## src/rtl/pred_rf_pkg.sv

```systemverilog
package pred_rf_pkg;
  localparam int unsigned DEF_BANKS    = 16;
  localparam int unsigned DEF_BITS     = 8;
  localparam int unsigned DEF_WR_PORTS = 4;
  localparam int unsigned DEF_RD_PORTS = 2;
  // index of the always-true predicate preset at reset
  localparam int unsigned TRUE_BIT     = 0;
endpackage

```

## src/rtl/pred_bank_sel.sv

```systemverilog
module pred_bank_sel #(
  parameter int unsigned SEL_W = 4
) (
  input  logic             clk_i,
  input  logic             rst_ni,
  input  logic             we_i,
  input  logic [SEL_W-1:0] sel_i,
  output logic [SEL_W-1:0] sel_o
);
  always_ff @(posedge clk_i or negedge rst_ni) begin
    if (!rst_ni)   sel_o <= '0;
    else if (we_i) sel_o <= sel_i;
  end
endmodule

```

## src/rtl/pred_wr_merge.sv

```systemverilog
module pred_wr_merge #(
  parameter int unsigned BITS  = 8,
  parameter int unsigned PORTS = 4,
  localparam int unsigned IDX_W = $clog2(BITS)
) (
  input  logic [BITS-1:0]        cur_i,
  input  logic                   byte_we_i,
  input  logic [BITS-1:0]        byte_i,
  input  logic [PORTS-1:0]       en_i,
  input  logic [PORTS*IDX_W-1:0] idx_i,
  input  logic [PORTS-1:0]       val_i,
  output logic [BITS-1:0]        merged_o,
  output logic                   upd_o
);
  always_comb begin
    merged_o = byte_we_i ? byte_i : cur_i;
    // ascending order: the highest-numbered port lands last
    for (int p = 0; p < int'(PORTS); p++) begin
      if (en_i[p]) merged_o[idx_i[p*IDX_W +: IDX_W]] = val_i[p];
    end
    upd_o = byte_we_i | (|en_i);
  end
endmodule

```

## src/rtl/pred_bank_store.sv

```systemverilog
module pred_bank_store #(
  parameter int unsigned BANKS = 16,
  parameter int unsigned BITS  = 8,
  parameter int unsigned TBIT  = 0,
  localparam int unsigned SEL_W = $clog2(BANKS)
) (
  input  logic             clk_i,
  input  logic             rst_ni,
  input  logic [SEL_W-1:0] sel_i,
  input  logic             upd_i,
  input  logic [BITS-1:0]  wdata_i,
  output logic [BITS-1:0]  rdata_o
);
  localparam logic [BITS-1:0] RST_VAL = BITS'(1) << TBIT;

  logic [BITS-1:0] bank_q [BANKS];

  for (genvar b = 0; b < int'(BANKS); b++) begin : g_bank
    always_ff @(posedge clk_i or negedge rst_ni) begin
      if (!rst_ni)                            bank_q[b] <= RST_VAL;
      else if (upd_i && sel_i == SEL_W'(b))   bank_q[b] <= wdata_i;
    end
  end

  assign rdata_o = bank_q[sel_i];
endmodule

```

## src/rtl/pred_rd_port.sv

```systemverilog
module pred_rd_port #(
  parameter int unsigned BITS = 8,
  localparam int unsigned IDX_W = $clog2(BITS)
) (
  input  logic [BITS-1:0]  bank_i,
  input  logic [IDX_W-1:0] idx_i,
  output logic             val_o
);
  assign val_o = bank_i[idx_i];
endmodule

```

## src/rtl/pred_bank_rf.sv

```systemverilog
module pred_bank_rf
  import pred_rf_pkg::*;
#(
  parameter int unsigned NUM_BANKS = DEF_BANKS,
  parameter int unsigned BANK_BITS = DEF_BITS,
  parameter int unsigned NUM_WR    = DEF_WR_PORTS,
  parameter int unsigned NUM_RD    = DEF_RD_PORTS,
  localparam int unsigned IDX_W    = $clog2(BANK_BITS),
  localparam int unsigned SEL_W    = $clog2(NUM_BANKS)
) (
  input  logic                    clk_i,
  input  logic                    rst_ni,
  input  logic                    bsel_we_i,
  input  logic [SEL_W-1:0]        bsel_i,
  input  logic [NUM_WR-1:0]       bw_en_i,
  input  logic [NUM_WR*IDX_W-1:0] bw_idx_i,
  input  logic [NUM_WR-1:0]       bw_val_i,
  input  logic                    byte_we_i,
  input  logic [BANK_BITS-1:0]    byte_i,
  input  logic [NUM_RD*IDX_W-1:0] rd_idx_i,
  output logic [NUM_RD-1:0]       rd_val_o
);
  logic [SEL_W-1:0]     bsel_q;
  logic [BANK_BITS-1:0] cur_bank;
  logic [BANK_BITS-1:0] merged;
  logic                 upd;

  pred_bank_sel #(.SEL_W(SEL_W)) i_sel (
    .clk_i (clk_i),
    .rst_ni(rst_ni),
    .we_i  (bsel_we_i),
    .sel_i (bsel_i),
    .sel_o (bsel_q)
  );

  pred_bank_store #(
    .BANKS(NUM_BANKS),
    .BITS (BANK_BITS),
    .TBIT (TRUE_BIT)
  ) i_store (
    .clk_i  (clk_i),
    .rst_ni (rst_ni),
    .sel_i  (bsel_q),
    .upd_i  (upd),
    .wdata_i(merged),
    .rdata_o(cur_bank)
  );

  pred_wr_merge #(
    .BITS (BANK_BITS),
    .PORTS(NUM_WR)
  ) i_merge (
    .cur_i    (cur_bank),
    .byte_we_i(byte_we_i),
    .byte_i   (byte_i),
    .en_i     (bw_en_i),
    .idx_i    (bw_idx_i),
    .val_i    (bw_val_i),
    .merged_o (merged),
    .upd_o    (upd)
  );

  // reads see the merged image: same-cycle forwarding
  for (genvar r = 0; r < int'(NUM_RD); r++) begin : g_rd
    pred_rd_port #(.BITS(BANK_BITS)) i_rd (
      .bank_i(merged),
      .idx_i (rd_idx_i[r*IDX_W +: IDX_W]),
      .val_o (rd_val_o[r])
    );
  end
endmodule

```

## config.mk

```make
export PLATFORM = sky130hd
export DESIGN_NAME = pred_bank_rf
export DESIGN_NICKNAME = d
export VERILOG_FILES = /design/src/rtl/pred_rf_pkg.sv /design/src/rtl/pred_bank_sel.sv /design/src/rtl/pred_wr_merge.sv /design/src/rtl/pred_bank_store.sv /design/src/rtl/pred_rd_port.sv /design/src/rtl/pred_bank_rf.sv
export SDC_FILE = /design/constraint.sdc
export NUM_CORES = 1
export LEC_CHECK = 0
export BUFFER_PORTS_ARGS = -buffer_cell sky130_fd_sc_hd__buf_2
export CAP_MARGIN = 10
export CORE_MARGIN = 3
export CORE_UTILIZATION = 55
export DETAILED_ROUTE_END_ITERATION = 10
export PLACE_DENSITY = 0.82
export SYNTH_ARGS = -nofsm -noshare
export SYNTH_HDL_FRONTEND = slang
export SYNTH_HIERARCHICAL = 1
export SYNTH_SLANG_ARGS = --single-unit
```

## constraint.sdc

```tcl
create_clock -name clk_i -period 9.4 [get_ports clk_i]
set_input_delay 0.47 -clock clk_i [delete_from_list [all_inputs] [get_ports clk_i]]
set_output_delay 0.47 -clock clk_i [all_outputs]
set_load 0.01 [all_outputs]
```

==> impl_metrics.tcl <==
set metrics [dict create \
    yosys.cell_types.count 53 \
    p_total_mw 2.365 \
    crit_fanout 26 \
    drcViolationCount 0 \
    r2r_slack_ns 5.88 \
    synthArstFlopShare_pct 100.0 \
    fp.coreArea_um2 12160 \
    die_w_um 118.4 \
    nets 563 \
    synth_compound_area_share_pct 6.016 \
    holdWs_ns 0.04086 \
    skew_ns 0.01147 \
    stdcell_area_um2 7853 \
    synth_cells 484 \
    htree_levels 4 \
    clkLatencyLatePin_ns 0.43 \
    dieArea_um2 14020 \
    ir_drop_v 0.0002834 \
    globalRoute.totalOverflow 0 \
    ys_ff_latch 132 \
    drtIter0Drc 502 \
    antenna_found_initial 0 \
    synth_xor_area_share_pct 0 \
    cp_slowest_stage_delay_ns 0.65 \
    ios 44 \
    cp-end-kind "output pin" \
    min_path_type "primary input to asynchronous set/reset pin" \
    drive_gt1_share_pct 52.25 \
    syn-num-nets 526 \
    cts_hold_buf 0 \
    grt_usage_pct 26.26 \
    initial_utilization_pct 57.12 \
    cp_common_cell "mux2_2" \
    tritoncts "built" \
    ctsResizeCount 0 \
    slew_headroom_pct 28.41 \
    clk_pin_slew_ns 0.06 \
    final_common_cell "mux2_2" \
    synth_fa_ha_area_share_pct 0 \
    synthMuxAreaShare_pct 35.84 \
    cts_root_buf "clkbuf_16" \
    fmax_ghz 0.2032 \
    grt_pass1_wl_um 27990 \
    power.switching_uw 673.7 \
    via_per_inst 6.507 \
    worst_pin_slew_ns 1.074 \
    placed_area_um2 7257 \
    ant_nets 0 \
    cts_setup_buffers 0 \
    period_needed_ns 4.921 \
    setup_ws_ns 4.479 \
    crit_type "flip-flop to output pin" \
    num_rows 40 \
    dr.pass1.iters 5 \
    avgSynthCellArea_um2 14.35 \
    diodes 0 \
    critPathLaunchType "flip-flop" \
    first_global_vias 4970 \
    ys_warn_count 6 \
    die_h_um 118.4 \
    layout_worst_path_cycle_share_pct 52.35 \
    netlist_top_cells_area "dfrtp_1 (42%), mux2_2 (21%), mux4_2 (10%)" \
    status "finished clean" \
    synth_edf_count 0 \
    final_hold_viol_count 0 \
    drv_slew 0 \
    layout-area-overhead-vs-synth_pct 13.04 \
    fin_tns_setup_ns 0 \
    vias 4568 \
    p_int_mw 1.691 \
    p_sw_share_pct 28.49 \
    maxCapViolations 0 \
    cts_inserted_buffers 17 \
    clk_path_buf_depth 2 \
    grt_max_degree 89 \
    combPwrFrac_pct 29.2 \
    setup-violations-final 0 \
    power_frac_seq_pct 43.2 \
    crit_slowest_cell "dfrtp_2" \
    crit_path_cell_trace "buf_4 > mux4_2 > a22oi_1 > nand2_1 > mux2_2 > mux2i_1 > a221oi_1 > o22a_1 > mux4_1 > mux2_2 > buf_2" \
    synth_top_area_share_pct 41.79 \
    leakage_nw 3.291 \
    rsz0062_at_grt "false" \
    place.gp.congestion 0.8806 \
    final_cell_mix "mux2_2 (127), dfrtp_1 (115), buf_2 (42)" \
    synth_area_um2 6947 \
    cts.sinks 132 \
    yosysSeqAreaShare_pct 47.84 \
    wl_per_cell_um 24.64 \
    yosys.area_share.simple_pct 7.997 \
    place_hpwl_um 11330 \
    synth_top_family_by_area "multiplexers" \
    synth_largest_area_cell "dfrtp_1" \
    p_clk_share_pct 27.6 \
    arrival_ns 4.45 \
    p_per_area_nw_per_um2 301.1 \
    dp_slack_ns 4.918 \
    synth_flop_cell "dfrtp_1" \
    drt_wl_total_um 17300 \
    portBuffers 43 \
    required_ns 8.93 \
]
-- power by group through the flow --
stage | Sequential (mW) | Combinational [mW] | Clock [mW]
finish | 1.02 | 0.689 | 0.653
global route | 1.06 | 0.740 | 0.688
floorplan | 0.962 | 0.543 | 0
global placement | 1.00 | 0.651 | 0
detailed placement | 1.02 | 0.680 | 0
CTS | 1.02 | 0.690 | 0.664
-- per-stage QoR --
stage,cells,util (%)
floorplan,484,-
global placement,670,59.67
detailed placement,670,59.67
CTS,702,64.57
global route,702,64.57
finish,702,64.57
-- routing by layer --
| metal | vias up | track usage [%] | part of all wire [%] |
|---|---|---|---|
| met5 | - | 0 | 0 |
| met4 | 0 | 12.02 | 3.6 |
| met3 | 50 | 7.464 | 6.5 |
| met2 | 189 | 40.41 | 47 |
| met1 | 2378 | 34.86 | 43 |
| li1 | 1951 | - | - |
-- cell usage after synthesis, drive strengths merged (4+ instances only) --
| cell | n |
|---|---|
| buf | 18 |
| o22a | 5 |
| clkbuf | 12 |
| mux2i | 8 |
| mux2 | 138 |
| nand2b | 9 |
| nor2 | 16 |
| nor2b | 6 |
| nand2 | 22 |
| nand3 | 4 |
| dfrtp | 116 |
| dfstp | 16 |
| o211ai | 7 |
| a22oi | 20 |
| nor3 | 5 |
| mux4 | 36 |
-- flip-flops by register name, indices dropped and copies added (netlist names) --
name            cells
i_store/bank_q    128
i_sel/sel_o         4
-- cell type report --
class	count	area (um^2)
tap	168	210.2
clock buffer	25	525.5
clock inverter	7	70.07
multi-input combinational	321	3463
timing repair buffer	48	255.2
fill	876	4309
sequential	132	3324
inverter	1	3.754
-- logic make-up (layout without fill, tap and decap cells) --
group                  count (synthesis)  in the layout
multiplexers                         182            182
AO/OA/AOI/OAI                         50             50
AND/OR/NAND/NOR                       89             89
buffers and inverters                 31             81
flip-flops                           132            132
-- path summary, 6_finish.rpt --
kind,start,to,cells after the start
max,i_sel/sel_o[0]$_DFFE_PN0P_,rd_val_o[0],11
min reg2reg,i_store/bank_q[4]$_DFFE_PN0P_,i_store/bank_q[4]$_DFFE_PN0P_,1
max reg2reg,i_sel/sel_o[0]$_DFFE_PN0P_,i_store/bank_q[17]$_DFFE_PN0P_,9
max in group asynchronous,rst_ni,i_sel/sel_o[0]$_DFFE_PN0P_,2
min,rst_ni,i_store/bank_q[10]$_DFFE_PN0P_,1
min in group clk_i,bsel_i[3],i_sel/sel_o[3]$_DFFE_PN0P_,2
-- critical path: cells and delay by family (launching register included) --
| family | cells | cell delay, ns |
|---|---|---|
| muxes | 5 | 1.86 |
| buffers and inverters | 2 | 0.65 |
| AOI/OAI and AO/OA | 3 | 0.75 |
| and+or+nand+nor | 1 | 0.10 |
| DFF | 1 | 0.65 |
No activity file was read; power rests on OpenSTA's default activity.
